## src/rtl/hs_timing_pkg.sv

```systemverilog
package hs_timing_pkg;
  localparam int SECTOR_W = 4;
  typedef logic [SECTOR_W-1:0] sector_t;

  function automatic sector_t next_sector(input sector_t cur, input int unsigned count);
    if (32'(cur) + 1 >= count) return '0;
    return cur + sector_t'(1);
  endfunction
endpackage

```

## src/rtl/hs_sector_pos.sv

```systemverilog
module hs_sector_pos
  import hs_timing_pkg::*;
#(
  parameter int unsigned NUM_SECTORS = 10
) (
  input  logic    clk,
  input  logic    rst_n,
  input  logic    sector_hole,
  input  logic    index_hole,
  input  logic    clr_sector_flag,
  input  logic    ctrl_reset,
  output logic    sector_flag,
  output logic    index_seen,
  output sector_t sector_num
);
  logic    idx_pend_q;
  logic    idx_this;
  sector_t num_d;

  assign idx_this = idx_pend_q | index_hole;

  always_comb begin
    num_d = sector_num;
    if (sector_hole) begin
      if (idx_this) num_d = '0;
      else          num_d = next_sector(sector_num, NUM_SECTORS);
    end
  end

  always_ff @(posedge clk or negedge rst_n) begin
    if (!rst_n) begin
      sector_flag <= 1'b0;
      index_seen  <= 1'b0;
      idx_pend_q  <= 1'b0;
      sector_num  <= '0;
    end else if (ctrl_reset) begin
      sector_flag <= 1'b0;
      index_seen  <= 1'b0;
      idx_pend_q  <= 1'b0;
      sector_num  <= '0;
    end else begin
      if (sector_hole)          sector_flag <= 1'b1;
      else if (clr_sector_flag) sector_flag <= 1'b0;
      if (sector_hole) begin
        index_seen <= idx_this;
        idx_pend_q <= 1'b0;
      end else if (index_hole) begin
        idx_pend_q <= 1'b1;
      end
      sector_num <= num_d;
    end
  end

  assert_flag_set_R1: assert property (@(posedge clk) disable iff (!rst_n)
    (sector_hole && !ctrl_reset) |=> sector_flag);
  assert_flag_clear_R1: assert property (@(posedge clk) disable iff (!rst_n)
    (clr_sector_flag && !sector_hole) |=> !sector_flag);
  assert_sync_zero_R4: assert property (@(posedge clk) disable iff (!rst_n)
    (sector_hole && !ctrl_reset) |=> (!index_seen || sector_num == '0));
  assert_range_R5: assert property (@(posedge clk) disable iff (!rst_n)
    32'(sector_num) < NUM_SECTORS);
  assert_reset_R8: assert property (@(posedge clk) disable iff (!rst_n)
    ctrl_reset |=> (!sector_flag && !index_seen && sector_num == '0));
endmodule

```

## src/rtl/hs_window_timer.sv

```systemverilog
module hs_window_timer #(
  parameter int unsigned WINDOW_US = 96
) (
  input  logic clk,
  input  logic rst_n,
  input  logic us_tick,
  input  logic sector_hole,
  input  logic ctrl_reset,
  output logic window
);
  localparam int CW = $clog2(WINDOW_US + 1);
  logic [CW-1:0] left_q;

  always_ff @(posedge clk or negedge rst_n) begin
    if (!rst_n)                       left_q <= '0;
    else if (ctrl_reset)              left_q <= '0;
    else if (sector_hole)             left_q <= CW'(WINDOW_US);
    else if (us_tick && left_q != '0) left_q <= left_q - CW'(1);
  end

  assign window = (left_q != '0);

  assert_open_R3: assert property (@(posedge clk) disable iff (!rst_n)
    (sector_hole && !ctrl_reset) |=> window);
  assert_close_on_tick_R3: assert property (@(posedge clk) disable iff (!rst_n)
    $fell(window) |-> ($past(us_tick) || $past(ctrl_reset)));
endmodule

```

## src/rtl/hs_motor_keeper.sv

```systemverilog
module hs_motor_keeper #(
  parameter int unsigned MOTOR_OFF_HOLES = 30
) (
  input  logic clk,
  input  logic rst_n,
  input  logic sector_hole,
  input  logic motor_on_cmd,
  input  logic motor_status_read,
  input  logic ctrl_reset,
  output logic motor_on
);
  localparam int IW = $clog2(MOTOR_OFF_HOLES + 1);
  logic [IW-1:0] idle_q;
  logic          expire;

  assign expire = (idle_q == IW'(MOTOR_OFF_HOLES - 1));

  always_ff @(posedge clk or negedge rst_n) begin
    if (!rst_n) begin
      motor_on <= 1'b0;
      idle_q   <= '0;
    end else if (ctrl_reset) begin
      motor_on <= 1'b0;
      idle_q   <= '0;
    end else if (motor_on_cmd) begin
      motor_on <= 1'b1;
      idle_q   <= '0;
    end else if (motor_status_read) begin
      idle_q   <= '0;
    end else if (sector_hole && motor_on) begin
      if (expire) begin
        motor_on <= 1'b0;
        idle_q   <= '0;
      end else begin
        idle_q   <= idle_q + IW'(1);
      end
    end
  end

  assert_rise_needs_cmd_R6: assert property (@(posedge clk) disable iff (!rst_n)
    $rose(motor_on) |-> $past(motor_on_cmd));
  assert_cmd_turns_on_R6: assert property (@(posedge clk) disable iff (!rst_n)
    (motor_on_cmd && !ctrl_reset) |=> motor_on);
  assert_off_only_on_hole_R7: assert property (@(posedge clk) disable iff (!rst_n)
    $fell(motor_on) |-> ($past(ctrl_reset) || $past(sector_hole)));
  assert_reset_R8: assert property (@(posedge clk) disable iff (!rst_n)
    ctrl_reset |=> !motor_on);
endmodule

```

## src/rtl/hs_timing_tracker.sv

```systemverilog
module hs_timing_tracker
  import hs_timing_pkg::*;
#(
  parameter int unsigned NUM_SECTORS     = 10,
  parameter int unsigned WINDOW_US       = 96,
  parameter int unsigned MOTOR_OFF_HOLES = 30
) (
  input  logic       clk,
  input  logic       rst_n,
  input  logic       us_tick,
  input  logic       sector_hole,
  input  logic       index_hole,
  input  logic       clr_sector_flag,
  input  logic       motor_on_cmd,
  input  logic       motor_status_read,
  input  logic       ctrl_reset,
  output logic       sector_flag,
  output logic       index_seen,
  output logic       window,
  output logic [3:0] sector_num,
  output logic       motor_on
);
  sector_t num_w;

  hs_sector_pos #(.NUM_SECTORS(NUM_SECTORS)) u_pos (
    .clk(clk), .rst_n(rst_n), .sector_hole(sector_hole), .index_hole(index_hole),
    .clr_sector_flag(clr_sector_flag), .ctrl_reset(ctrl_reset),
    .sector_flag(sector_flag), .index_seen(index_seen), .sector_num(num_w)
  );

  hs_window_timer #(.WINDOW_US(WINDOW_US)) u_win (
    .clk(clk), .rst_n(rst_n), .us_tick(us_tick), .sector_hole(sector_hole),
    .ctrl_reset(ctrl_reset), .window(window)
  );

  hs_motor_keeper #(.MOTOR_OFF_HOLES(MOTOR_OFF_HOLES)) u_mot (
    .clk(clk), .rst_n(rst_n), .sector_hole(sector_hole), .motor_on_cmd(motor_on_cmd),
    .motor_status_read(motor_status_read), .ctrl_reset(ctrl_reset), .motor_on(motor_on)
  );

  assign sector_num = num_w;
endmodule

```

## config.mk

```make
export PLATFORM = sky130hd
export DESIGN_NAME = hs_timing_tracker
export DESIGN_NICKNAME = d
export VERILOG_FILES = /design/src/rtl/hs_timing_pkg.sv /design/src/rtl/hs_sector_pos.sv /design/src/rtl/hs_window_timer.sv /design/src/rtl/hs_motor_keeper.sv /design/src/rtl/hs_timing_tracker.sv
export SDC_FILE = /design/constraint.sdc
export NUM_CORES = 1
export LEC_CHECK = 0
export BUFFER_PORTS_ARGS = -buffer_cell sky130_fd_sc_hd__buf_2
export CAP_MARGIN = 15
export CORE_ASPECT_RATIO = 0.7
export CORE_MARGIN = 1.5
export CORE_UTILIZATION = 55
export DETAILED_ROUTE_END_ITERATION = 8
export PLACE_DENSITY_LB_ADDON = 0.12
export REMOVE_ABC_BUFFERS = 1
export SLEW_MARGIN = 0
export SYNTH_ARGS = -nofsm -noshare
export SYNTH_HDL_FRONTEND = slang
export SYNTH_SLANG_ARGS = --single-unit
```

## constraint.sdc

```tcl
create_clock -name clk -period 2.18 [get_ports clk]
set_input_delay 0.218 -clock clk [delete_from_list [all_inputs] [get_ports clk]]
set_output_delay 0.218 -clock clk [all_outputs]
set_load 0.05 [all_outputs]
```

== Word level (Yosys, flattened, before mapping) ==
Index checks and enable logic that the tools add are counted.
Widths: inputs -> output; s select.

* Bits in registers: 20
* Input port bits: 9
* Logic and storage cells: 55

* $add $sub $neg: 4
* Magnitude comparators: 1
* Equality and inequality tests: 2
* Multiplexer cells: 29
* Bitwise gates (word level): 1
* Reduce and logical (&&, ||, !) cells: 11

{| class="wikitable"
|+ Operators with widths
! cell !! number
|-
| $ge 32x4->1 const B || 1
|-
| $mux 5 || 5
|-
| $mux 7 || 3
|-
| $mux 4 || 5
|-
| $mux 1 || 16
|-
| $reduce_bool 3->1 || 5
|-
| $reduce_bool 7->1 || 1
|-
| $sub 7x1->7 const B || 1
|-
| $add 4x1->5 const B || 1
|-
| $add 5x1->5 const B || 1
|-
| $eq 5x5->1 const B || 1
|-
| $add 4x1->4 const B || 1
|-
| $reduce_bool 4->1 || 1
|-
| $ne 3x2->1 const B || 1
|-
| $reduce_and 3->1 || 1
|-
| $logic_and 1x1->1 || 2
|-
| $reduce_bool 2->1 || 1
|-
| $or 1x1->1 || 1
|}

== Logic depth before layout (Yosys ltp) ==
Gate-level depths: netlist (run 1).

* Word-level depth: 9
* Gate-level depth with buffers: 6
* Depth with buffers taken out: 6

== Hierarchy ==
Synthesis (run 1) repeated with hierarchy kept, for this count alone.

* Cells, all modules: 112
* Area total of the unflattened synthesis: 1131.1 sq um

{| class="wikitable"
|+ Modules (own cells, without submodules)
! module !! instances !! cells each !! area each (sq um) !! seq. area each (sq um)
|-
| hs_window_timer || 1 || 39 || 409.1 || 175.2
|-
| hs_sector_pos || 1 || 37 || 387.9 || 175.2
|-
| hs_motor_keeper || 1 || 36 || 334.1 || 150.1
|}

== Worst setup path before layout (run 1) ==
OpenSTA, ideal clock, no wires.

* Kind: register -> register
* Start: reg u_pos.sector_num[0]
* End: reg u_pos.sector_num[0]
* Data arrival time: 1.613 ns
* Data required time: 2.062 ns
* Setup slack: 0.448 ns
* Stages on the path, launching flop included: 6
* Buffers on the path: 0
* Period minus slack after synthesis: 1.732 ns
* Cell sequence: dfrtp_1 ha_1 xor2_1 o21ai_0 nor3b_2 a21o_1

* Longest elaborated chain between the ends: 9
* Elaborated cells on any way between the ends: 10

{| class="wikitable"
|+ Ends and longest elaborated chain
! element !! line !! RTL
|-
| from (decl) || hs_sector_pos.sv:14 || <nowiki>output sector_t sector_num</nowiki>
|-
| from (signal assigned) || hs_sector_pos.sv:50 || <nowiki>sector_num <= num_d;</nowiki>
|-
| $add 4x1->5 || hs_timing_pkg.sv:6 || <nowiki>if (32'(cur) + 1 >= count) return '0;</nowiki>
|-
| $ge 32x4->1 || hs_timing_pkg.sv:6 ||
|-
| $mux 1 || hs_timing_pkg.sv:6 ||
|-
| $mux 1 || hs_sector_pos.sv:25 || <nowiki>if (idx_this) num_d = '0;</nowiki>
|-
| $mux 1 || hs_sector_pos.sv:24 || <nowiki>if (sector_hole) begin</nowiki>
|-
| $mux 4 (*) || hs_timing_pkg.sv:7 || <nowiki>return cur + sector_t'(1);</nowiki>
|-
| $mux 4 (*) || hs_sector_pos.sv:25 ||
|-
| $mux 4 (*) || hs_sector_pos.sv:24 ||
|-
| $mux 4 (*) || hs_sector_pos.sv:36 || <nowiki>end else if (ctrl_reset) begin</nowiki>
|}

Mark *: on every way between the ends. The rest lies on a longest branch, timed or not. The select of a mux whose other input is x is not followed.
A chain may end at the register's enable or synchronous reset.

== Worst setup path after layout (run 1) ==
* Start: reg u_win.left_q[0]
* End: out window

* Longest elaborated chain between the ends: 1

{| class="wikitable"
|+ Ends and longest elaborated chain
! element !! line !! RTL
|-
| from (decl) || hs_window_timer.sv:12 || <nowiki>logic [CW-1:0] left_q;</nowiki>
|-
| from (signal assigned) || hs_window_timer.sv:17 || <nowiki>else if (sector_hole) left_q <= CW'(WINDOW_US);</nowiki>
|-
| from (signal assigned) || hs_window_timer.sv:18 || <nowiki>else if (us_tick && left_q != '0) left_q <= left_q - CW'(1);</nowiki>
|-
| $reduce_bool 7->1 || hs_window_timer.sv:21 || <nowiki>assign window = (left_q != '0);</nowiki>
|-
| to (decl) || hs_timing_tracker.sv:19 || <nowiki>output logic window,</nowiki>
|}

No other way between the ends.

==> impl_metrics.tcl, run 1 <==
set metrics [dict create \
    max_clock_freq_ghz 0.508 \
    vdd_drop_max_mv 0.586 \
    post_route_cells_drive_above_1_share_pct 21.1 \
    fin_cells 150 \
    cts_tree "yes" \
    post-layout-total-power_w 0.000849 \
    grt_util_all_layers_pct 20.5 \
    clk_transition_reported_paths_ns 0.11 \
    max-clock-path-buffers 2 \
    min_setup_slack_post_route_ns 0.210 \
    filler_cell_count 152 \
    dp.cells 145 \
    dp_hpwl_mm 1.61 \
    cp.arrival_ns 1.75 \
    layout_common_cells "sky130_fd_sc_hd__dfrtp_1 (20), sky130_fd_sc_hd__nor2_1 (17), sky130_fd_sc_hd__buf_2 (16)" \
    register_area_um2 500 \
    cts_htree_levels 1 \
    detail_route.wirelength_mm 2.16 \
    postSynthCellCount 109 \
    max_slew.worst_pin.slew_ns 0.485 \
    start_kind "flip-flop" \
    met2_usage_pct 34.9 \
    worst_clock_skew_ns 0.00284 \
    core-area_mm2 0.00187 \
    worst_setup_path_end_kind "output port" \
    detailedRoute.firstIterationViolations 38 \
    timing.final.crit_period_ns 1.97 \
    static-leakage-power_nw 0.619 \
    criticalPathCategory "flip-flop to output port" \
    tns_ns 0 \
    n_antenna_cell 0 \
    powerDensity_mw_per_mm2 673 \
    clock-root-buffer "sky130_fd_sc_hd__clkbuf_4" \
    clock_latency_ns 0.30 \
    drt_drc_violations_left 0 \
    rsz0062_at_grt "no" \
    first_pass_grt_wire_length_mm 3.39 \
    ys_ff_latch 20 \
    min-delay-path-class "input pin to flip-flop" \
    post_synth_num_cell_types 39 \
    synth_edf_count 0 \
    die_footprint_mm2 0.00230 \
    finalNetCount 144 \
    utilization_pct 67.5 \
    io_buffer_count 16 \
    die_height_um 40.5 \
    yosys_warnings 0 \
    syn_area_mm2 0.00111 \
    cts_num_sinks 20 \
    drt_pre_antenna_iters 4 \
    antenna_violations_before_repair 0 \
    placement.setup.worst_slack_ns 0.513 \
    final_period_utilization_pct 90.4 \
    synth_async_sr_flop_share_pct 100 \
    initial_utilization_pct 59.2 \
    syn-mean-instance-area_um2 10.2 \
    finalSetupViolations 0 \
    gp_congestion 0.785 \
    number_of_global_route_vias_before_repair 740 \
    avgRoutedWirePerCell_um 14.4 \
    timing_max_transition_violations_final 0 \
    tritoncts_buffers 3 \
    grt_util_met3_pct 5.81 \
    grt-ovfl-total 0 \
    critical_path.max_fanout 3 \
    final_common_cell "sky130_fd_sc_hd__dfrtp_1" \
    maxSlewHeadroom_pct 66.9 \
    gr-usage-met1_pct 27.0 \
    synth_ff_type "sky130_fd_sc_hd__dfrtp_1" \
    rows 13 \
    max-cap-violations 0 \
    grt-busiest-layer "met2" \
    vias_after_detailed_routing 851 \
    drtAntennaViolNets 0 \
    multi_input_comb_area_um2 573 \
    crit_path_required_time_ns 1.96 \
    synth.yosys.seq_area_share_pct 45.2 \
    hold_viol 0 \
    status "finished, final reports clean" \
    die_w_um 56.6 \
    i_o_pins 17 \
    grt_max_degree 21 \
    routed_via_density 5.67 \
    area_delta_synth_final_pct 14.0 \
]
[registers in the layout, indices dropped and copies added (netlist names)]
register and count:
u_pos.idx_pend_q 1, u_pos.sector_flag 1, u_mot.idle_q 5, u_mot.motor_on 1
u_pos.index_seen 1, u_win.left_q 7, u_pos.sector_num 4
[through the flow]
step | cell area (µm²) | hold WS, ns
floorplan | 1090 | -0.0776
global placement | 1200 | 0.194
detailed placement | 1200 | 0.183
CTS | 1260 | 0.139
global route | 1260 | 0.154
finish | 1260 | 0.153
[report_power, final]
| group | internal, W | switching [W] | total [W] | leakage, nW |
|---|---|---|---|---|
| Clock | 0.000186 | 0.000110 | 0.000296 | 0.0279 |
| Sequential | 0.000386 | 0.0000153 | 0.000401 | 0.270 |
| Combinational | 0.0000533 | 0.0000985 | 0.000152 | 0.321 |
[critical path: stages, from the launching register on]
cell and delay [ns]:
sky130_fd_sc_hd__dfrtp_1 0.41, sky130_fd_sc_hd__inv_1 0.11, sky130_fd_sc_hd__ha_1 0.20, sky130_fd_sc_hd__nor3b_1 0.36, sky130_fd_sc_hd__nand2_1 0.14, sky130_fd_sc_hd__buf_2 0.24
[repair_timing]
item / CTS / global route
endpoints found under the hold margin: 20 / 0
resized for setup: 0 / 0
setup buffers: 0 / 0
hold buffers: 1 / 0
endpoints found under the setup margin: 0 / 0
[area by class of cell]
cell class / count / share of cell area, %
Clock buffer: 3 / 1.78
Sequential cell: 20 / 39.6
Tap cell: 22 / 2.18
Timing Repair Buffer: 17 / 7.14
Multi-Input combinational cell: 82 / 45.4
Inverter: 5 / 1.49
Clock inverter: 1 / 2.38
[worst paths after layout]
check                                            start                           to  slack [ns]  cells after the start
setup / recovery           u_win.left_q[0]$_DFFE_PN0P_                       window        0.21                      5
hold / removal                            motor_on_cmd   u_mot.motor_on$_DFFE_PN0P_        0.15                      3
setup reg to reg           u_win.left_q[0]$_DFFE_PN0P_  u_win.left_q[4]$_DFFE_PN0P_        0.49                      6
hold reg to reg            u_mot.idle_q[4]$_DFFE_PN0P_  u_mot.idle_q[4]$_DFFE_PN0P_        0.52                      1
max in group asynchronous                        rst_n  u_win.left_q[1]$_DFFE_PN0P_        1.49                      2
min in group asynchronous                        rst_n  u_mot.idle_q[4]$_DFFE_PN0P_        0.38                      2
[synthesized netlist by cell type (2+ instances only)]
master                     count  area (µm²)
sky130_fd_sc_hd__nand2b_1      3        18.8
sky130_fd_sc_hd__dfrtp_1      20         500
sky130_fd_sc_hd__a21oi_1       8        40.0
sky130_fd_sc_hd__ha_1          6        75.1
sky130_fd_sc_hd__nand3_1       2        10.0
sky130_fd_sc_hd__a211oi_1      3        22.5
sky130_fd_sc_hd__a21o_1        2        15.0
sky130_fd_sc_hd__a311oi_1      3        26.3
sky130_fd_sc_hd__mux2i_1       2        20.0
sky130_fd_sc_hd__nor2_1       17        63.8
sky130_fd_sc_hd__nor3b_1       3        22.5
sky130_fd_sc_hd__nand2_1       6        22.5
sky130_fd_sc_hd__inv_1         5        18.8
sky130_fd_sc_hd__xnor2_1       3        26.3
sky130_fd_sc_hd__nor3_1        2        10.0
[metal layers]
layer	vias up	share of wire [%]
met4	0	0.46
met1	395	51
li1	434	-
met2	20	44
met5	-	0
met3	2	3.9
[cells by family after synthesis]
kind of cell	share of synthesized area, %
and+or+nand+nor	21.8
AOI/OAI and AO/OA	18.2
DFF	45.2
adders and majority gates	6.78
buffers and inverters	3.05
xor gates and xnor gates	3.16
muxes	1.81
Note: power is estimated with default switching activity, not from simulation.
==> run 2, diff against run 1 <==
--- a/config.mk
+++ b/config.mk
@@ -5,6 +5,7 @@
 export SDC_FILE = /design/constraint.sdc
 export NUM_CORES = 1
 export LEC_CHECK = 0
+export ABC_AREA = 1
 export BUFFER_PORTS_ARGS = -buffer_cell sky130_fd_sc_hd__buf_2
 export CAP_MARGIN = 15
 export CORE_ASPECT_RATIO = 0.7
@@ -13,6 +14,7 @@
 export DETAILED_ROUTE_END_ITERATION = 8
 export PLACE_DENSITY_LB_ADDON = 0.12
 export REMOVE_ABC_BUFFERS = 1
+export SKIP_LAST_GASP = 1
 export SLEW_MARGIN = 0
 export SYNTH_ARGS = -nofsm -noshare
 export SYNTH_HDL_FRONTEND = slang
==> run 2 against run 1 <==
Combinational power up 39%. Synthesized area is 7.7% higher. Final cell count is 25% higher. Worst setup slack improved by 0.16 ns. Register-to-register slack improved by 0.19 ns. Wire length up 16%. Total power down 0.18%. Largest cell class unchanged.
==> impl_metrics.tcl, run 2 <==
set metrics [dict create \
    status "finished, final reports clean" \
    met2WireLength_mm 1.10 \
    finalSetupViolations 0 \
    critical_path.max_fanout 5 \
    postSynthCellCount 147 \
    reg2reg_to "u_win.left_q[5]$_DFFE_PN0P_" \
    core-area_mm2 0.00195 \
    detailedRoute.firstIterationViolations 74 \
    max-clock-path-buffers 2 \
    largestRegisters "u_win.left_q: 7 flops, u_mot.idle_q: 5 flops, u_pos.sector_num: 4 flops" \
    finalNetCount 182 \
    criticalPathCategory "flip-flop to output port" \
    maxSlewHeadroom_pct 61.0 \
    filler_cell_count 177 \
    die_footprint_mm2 0.00246 \
    grt-ovfl-total 0 \
    ys_ff_latch 20 \
    rrSetupSlack_ns 0.68 \
    clock_latency_ns 0.31 \
    pwr-share-clk_pct 26.6 \
    rsz0062_at_grt "no" \
    avgRoutedWirePerCell_um 13.3 \
    synth_ff_type "sky130_fd_sc_hd__dfrtp_1" \
    hold_viol 0 \
    static-leakage-power_nw 0.708 \
    initial_utilization_pct 61.1 \
    cts_num_sinks 20 \
    netSwitchingFraction_pct 34.0 \
    met1_length_mm 1.22 \
    layout_common_cells "sky130_fd_sc_hd__nand2_1 (30), sky130_fd_sc_hd__dfrtp_1 (20), sky130_fd_sc_hd__nand3_1 (19)" \
    final_period_utilization_pct 83.0 \
    crit_path_required_time_ns 1.96 \
    p_sw_w 0.000288 \
    synth_top_area_share_pct 42.0 \
    area_delta_synth_final_pct 11.3 \
    syn-mean-instance-area_um2 8.11 \
    share_seq_of_total_power_pct 48.5 \
    number_of_global_route_vias_before_repair 983 \
    dp_hpwl_mm 1.92 \
    hold_path_startpoint "clr_sector_flag" \
    i_o_pins 17 \
    worst_setup_path_end_kind "output port" \
    detail_route.wirelength_mm 2.50 \
    synth_common_cells "sky130_fd_sc_hd__nand2_1 (30), sky130_fd_sc_hd__dfrtp_1 (20), sky130_fd_sc_hd__nand3_1 (19)" \
    timing_max_transition_violations_final 0 \
    power.combinational.fraction_pct 24.9 \
    tns_ns 0 \
    worst_clock_skew_ns 0.00468 \
    post_route_cells_drive_above_1_share_pct 20.5 \
    max_clock_freq_ghz 0.552 \
    synth.yosys.seq_area_share_pct 42.0 \
    internal_power_w 0.000559 \
    start_kind "flip-flop" \
    finalHoldWorstSlack_ns 0.140 \
    antenna_violations_before_repair 0 \
    timing.final.crit_period_ns 1.81 \
    grt_max_degree 21 \
    cts_tree "yes" \
    clk_transition_reported_paths_ns 0.12 \
    synthDominantAreaCellType "sky130_fd_sc_hd__dfrtp_1" \
    tritoncts_buffers 3 \
    rows 13 \
    routed_via_density 5.45 \
    grt_util_all_layers_pct 23.6 \
    hold_path_cell_cnt 4 \
    syn_area_mm2 0.00119 \
    die_height_um 42.0 \
    synth_edf_count 0 \
    clock-root-buffer "sky130_fd_sc_hd__clkbuf_4" \
    highest-signal-layer "met4" \
    cts_htree_levels 1 \
    vias_after_detailed_routing 1024 \
    drt_pre_antenna_iters 4 \
    synth.area.top_cells "sky130_fd_sc_hd__dfrtp_1 (42%), sky130_fd_sc_hd__nand2_1 (9.4%), sky130_fd_sc_hd__nand3_1 (8.0%)" \
    min-delay-path-class "input pin to flip-flop" \
    final_common_cell "sky130_fd_sc_hd__nand2_1" \
    post_synth_num_cell_types 26 \
    powerDensity_mw_per_mm2 639 \
    first_pass_grt_wire_length_mm 4.43 \
    die_w_um 58.7 \
    gp_congestion 0.810 \
    max_slew.worst_pin.slew_ns 0.584 \
    largest_register_ff_count 7 \
    cp.arrival_ns 1.59 \
    vdd_drop_max_mv 0.482 \
    cts.repair.resized 0 \
    largest-register "u_win.left_q" \
    max-cap-violations 0 \
    route.met3.wl_um 133 \
    post-synth-top-count-cell "sky130_fd_sc_hd__nand2_1" \
    drt_drc_violations_left 0 \
    n_antenna_cell 0 \
    yosys_warnings 0 \
    cp-startpoint "u_win.left_q[0]$_DFFE_PN0P_" \
    drtAntennaViolNets 0 \
    depth_of_the_worst_register_to_register_path 9 \
    hold_end "u_pos.sector_flag$_DFFE_PN0P_" \
    synth_async_sr_flop_share_pct 100 \
    timing.rr.start "u_win.left_q[0]$_DFFE_PN0P_" \
    io_buffer_count 16 \
]
## run 2: worst max-delay path by stage
stage / cells after the start / endpoint
after floorplan: 8 / u_pos.sector_num[0]$_DFFE_PN0N_
after global placement: 6 / u_win.left_q[4]$_DFFE_PN0P_
after detailed placement: 9 / u_win.left_q[5]$_DFFE_PN0P_
after CTS: 6 / window
after global routing: 6 / window
final: 6 / window
## run 2: cells by family after synthesis
kind of cell / Yosys count / synth area share [%]
AND/OR/NAND/NOR: 84 / 36.1
buffers and inverters: 21 / 7.55
flip-flops: 20 / 42.0
AO/OA/AOI/OAI: 12 / 5.14
adder cells (fa/ha/maj): 6 / 6.30
XOR/XNOR: 4 / 2.94
## run 2: power by group through the flow
stage                     Sequential (W)  Combinational [W]  Clock, W
after detailed placement        0.000418           0.000208         0
after global placement          0.000418           0.000200         0
after global routing            0.000415           0.000234  0.000243
after CTS                       0.000411           0.000212  0.000223
after floorplan                 0.000433           0.000134         0
final                           0.000411           0.000211  0.000226
## run 2: through the flow
| step | worst slack [ns] | utilization (%) | cells | power [W] | cell area (µm²) |
|---|---|---|---|---|---|
| 3_3_place_gp | 0.814 | 65.6 | 183 | 0.000618 | 1280 |
| 6_report | 0.370 | 68.0 | 188 | 0.000848 | 1330 |
| 3_5_place_dp | 0.682 | 65.6 | 183 | 0.000627 | 1280 |
| 4_1_cts | 0.363 | 68.0 | 188 | 0.000846 | 1330 |
| 2_1_floorplan | 0.692 | - | 145 | 0.000567 | 1170 |
| 5_1_grt | 0.250 | 68.0 | 188 | 0.000891 | 1330 |
## run 2: final cells by class
type                    count  area, µm²  area share (%)
inverters                  19       71.3            5.37
multi-input cells         106        602            45.3
well taps                  22       27.5            2.07
repair buffers             17       90.1            6.79
clock buffers               4       36.3            2.73
flip-flops and latches     20        500            37.7
## run 2: per-layer routing
layer  GRT usage [%]  up-vias
met5               0        -
met4            4.09        0
met3            6.54       10
met2            38.0       34
met1            32.3      472
li1                -      508
## run 2: what timing repair did
item | 4_1_cts | 5_1_grt
hold buffers | 1 | 0
setup endpoints to repair | 0 | 0
setup buffers | 0 | 0
hold endpoints to repair | 20 | 0
## run 2: critical path, cell delays in order (launching register included)
cell	delay, ns
sky130_fd_sc_hd__dfrtp_1	0.43
sky130_fd_sc_hd__inv_1	0.11
sky130_fd_sc_hd__ha_1	0.15
sky130_fd_sc_hd__inv_1	0.04
sky130_fd_sc_hd__nor2_1	0.18
sky130_fd_sc_hd__nand3_4	0.14
sky130_fd_sc_hd__buf_2	0.24
==> run 3, diff against run 2 <==
==> constraint.sdc (replaced) <==
create_clock -name clk -period 1.8 [get_ports clk]
set_input_delay 0.18 -clock clk [delete_from_list [all_inputs] [get_ports clk]]
set_output_delay 0.18 -clock clk [all_outputs]
set_load 0.05 [all_outputs]
==> run 3 against run 2 <==
Clock-buffer cell count is the same. Register-to-register slack lost 0.31 ns. Sequential power grew 22%. Critical path type unchanged. Clock power grew 17%. Global-route usage shrank 1.4 points. Final cell count grew 0.53%.
==> impl_metrics.tcl, run 3 (synthesis results as in run 2) <==
set metrics [dict create \
    max-cap-violations 0 \
    filler_cell_count 187 \
    cts_tree "yes" \
    finalNetCount 183 \
    min_setup_slack_post_route_ns 0.108 \
    depth_of_the_worst_register_to_register_path 6 \
    clock_latency_ns 0.31 \
    core-area_mm2 0.00195 \
    i_o_pins 17 \
    status "finished, final reports clean" \
    hold_path_cell_cnt 4 \
    cts_htree_levels 1 \
    initial_utilization_pct 61.1 \
    layout_common_cells "sky130_fd_sc_hd__nand2_1 (30), sky130_fd_sc_hd__dfrtp_1 (20), sky130_fd_sc_hd__nand3_1 (19)" \
    grt_max_degree 21 \
    first_pass_grt_wire_length_mm 4.21 \
    largestRegisters "u_win.left_q: 7 flops, u_mot.idle_q: 5 flops, u_pos.sector_num: 4 flops" \
    start_kind "flip-flop" \
    finalSetupViolations 0 \
    placement.setup.worst_slack_ns 0.364 \
    drtAntennaViolNets 0 \
    final_period_utilization_pct 94.0 \
    timing_max_transition_violations_final 0 \
    drt_drc_violations_left 0 \
    grt_util_all_layers_pct 22.3 \
    reg2reg_to "u_win.left_q[4]$_DFFE_PN0P_" \
    hold_end "u_pos.sector_flag$_DFFE_PN0P_" \
    vias_after_detailed_routing 1006 \
    avgRoutedWirePerCell_um 12.7 \
    cp.arrival_ns 1.51 \
    hold_path_startpoint "clr_sector_flag" \
    worst_setup_path_end_kind "output port" \
    number_of_global_route_vias_before_repair 970 \
    max-clock-path-buffers 2 \
    largest-register "u_win.left_q" \
    powerDensity_mw_per_mm2 764 \
    die_footprint_mm2 0.00246 \
    hold_viol 0 \
    rrSetupSlack_ns 0.37 \
    area_delta_synth_final_pct 12.4 \
    finalHoldWorstSlack_ns 0.117 \
    drt_pre_antenna_iters 4 \
    maxSlewHeadroom_pct 64.2 \
    criticalPathCategory "flip-flop to output port" \
    cts_num_sinks 20 \
    timing.rr.start "u_win.left_q[0]$_DFFE_PN0P_" \
    design_area_mm2 0.00134 \
    rsz0062_at_grt "no" \
    dpl_cell_area_mm2 0.00128 \
    min-delay-path-class "input pin to flip-flop" \
    tritoncts_buffers 3 \
    utilization_pct 68.7 \
    io_buffer_count 16 \
    clk_transition_reported_paths_ns 0.12 \
    die_w_um 58.7 \
    largest_register_ff_count 7 \
    critical_path.max_fanout 5 \
    tns_ns 0 \
    worst_clock_skew_ns 0.00798 \
    rows 13 \
    final_common_cell "sky130_fd_sc_hd__nand2_1" \
    routed_via_density 5.32 \
    max_clock_freq_ghz 0.591 \
    clock-root-buffer "sky130_fd_sc_hd__clkbuf_4" \
    vdd_drop_max_mv 0.554 \
    dp_hpwl_mm 1.83 \
    grt-ovfl-total 0 \
    timing.final.crit_period_ns 1.69 \
    max_slew.worst_pin.slew_ns 0.537 \
    gp_congestion 0.838 \
    crit_path_required_time_ns 1.62 \
    static-leakage-power_nw 0.715 \
    die_height_um 42.0 \
    antenna_violations_before_repair 0 \
    detail_route.wirelength_mm 2.41 \
    detailedRoute.firstIterationViolations 20 \
    post_route_cells_drive_above_1_share_pct 21.6 \
    n_antenna_cell 0 \
]
-- run 3: layer usage --
layer | up-vias | track usage (%) | wire length, µm
li1 | 513 | - | -
met1 | 463 | 30.9 | 1190
met2 | 28 | 35.1 | 1070
met3 | 2 | 6.54 | 132
met4 | 0 | 3.64 | 8
met5 | - | 0 | 0
-- run 3: final cells by class --
class	count	area, µm²	share of cell area [%]
multi-input combinational	106	604	45.1
sequential	20	500	37.3
timing repair buffer	18	100	7.47
inverter	19	71.3	5.32
clock buffer	4	36.3	2.71
tap	22	27.5	2.05
-- run 3: power breakdown --
| part | leakage (nW) | internal (W) | switching, W |
|---|---|---|---|
| registers | 0.269 | 0.000473 | 0.0000270 |
| clock network | 0.0210 | 0.000124 | 0.000141 |
| logic | 0.425 | 0.0000860 | 0.000173 |
-- run 3: repair_timing --
item	in CTS	in global routing
gates resized for setup	0	3
endpoints found under the setup margin	0	1
hold buffers	1	0
setup buffers	0	1
hold endpoints to repair	20	0
-- run 3: worst max path at each step --
stage	from	end	slack, ns
floorplan	u_pos.sector_num[1]$_DFFE_PN0N_	u_pos.sector_num[0]$_DFFE_PN0N_	0.31
global placement	u_win.left_q[0]$_DFFE_PN0P_	u_win.left_q[6]$_DFFE_PN0P_	0.40
detailed placement	u_win.left_q[0]$_DFFE_PN0P_	u_win.left_q[6]$_DFFE_PN0P_	0.36
CTS	u_win.left_q[0]$_DFFE_PN0P_	window	0.06
global route	u_win.left_q[0]$_DFFE_PN0P_	window	0.02
finish	u_win.left_q[0]$_DFFE_PN0P_	window	0.11
-- run 3: critical path, stage by stage (launching register included) --
cell and delay, ns:
sky130_fd_sc_hd__dfrtp_1 0.43, sky130_fd_sc_hd__inv_1 0.11, sky130_fd_sc_hd__ha_1 0.15, sky130_fd_sc_hd__inv_1 0.04, sky130_fd_sc_hd__nor2_2 0.13, sky130_fd_sc_hd__nand3_4 0.12, sky130_fd_sc_hd__buf_4 0.21
-- run 3: per-stage QoR --
step | std cells | total power (W)
2_1_floorplan | 145 | 0.000687
3_3_place_gp | 183 | 0.000749
3_5_place_dp | 183 | 0.000754
4_1_cts | 188 | 0.00102
5_1_grt | 189 | 0.00108
6_report | 189 | 0.00102
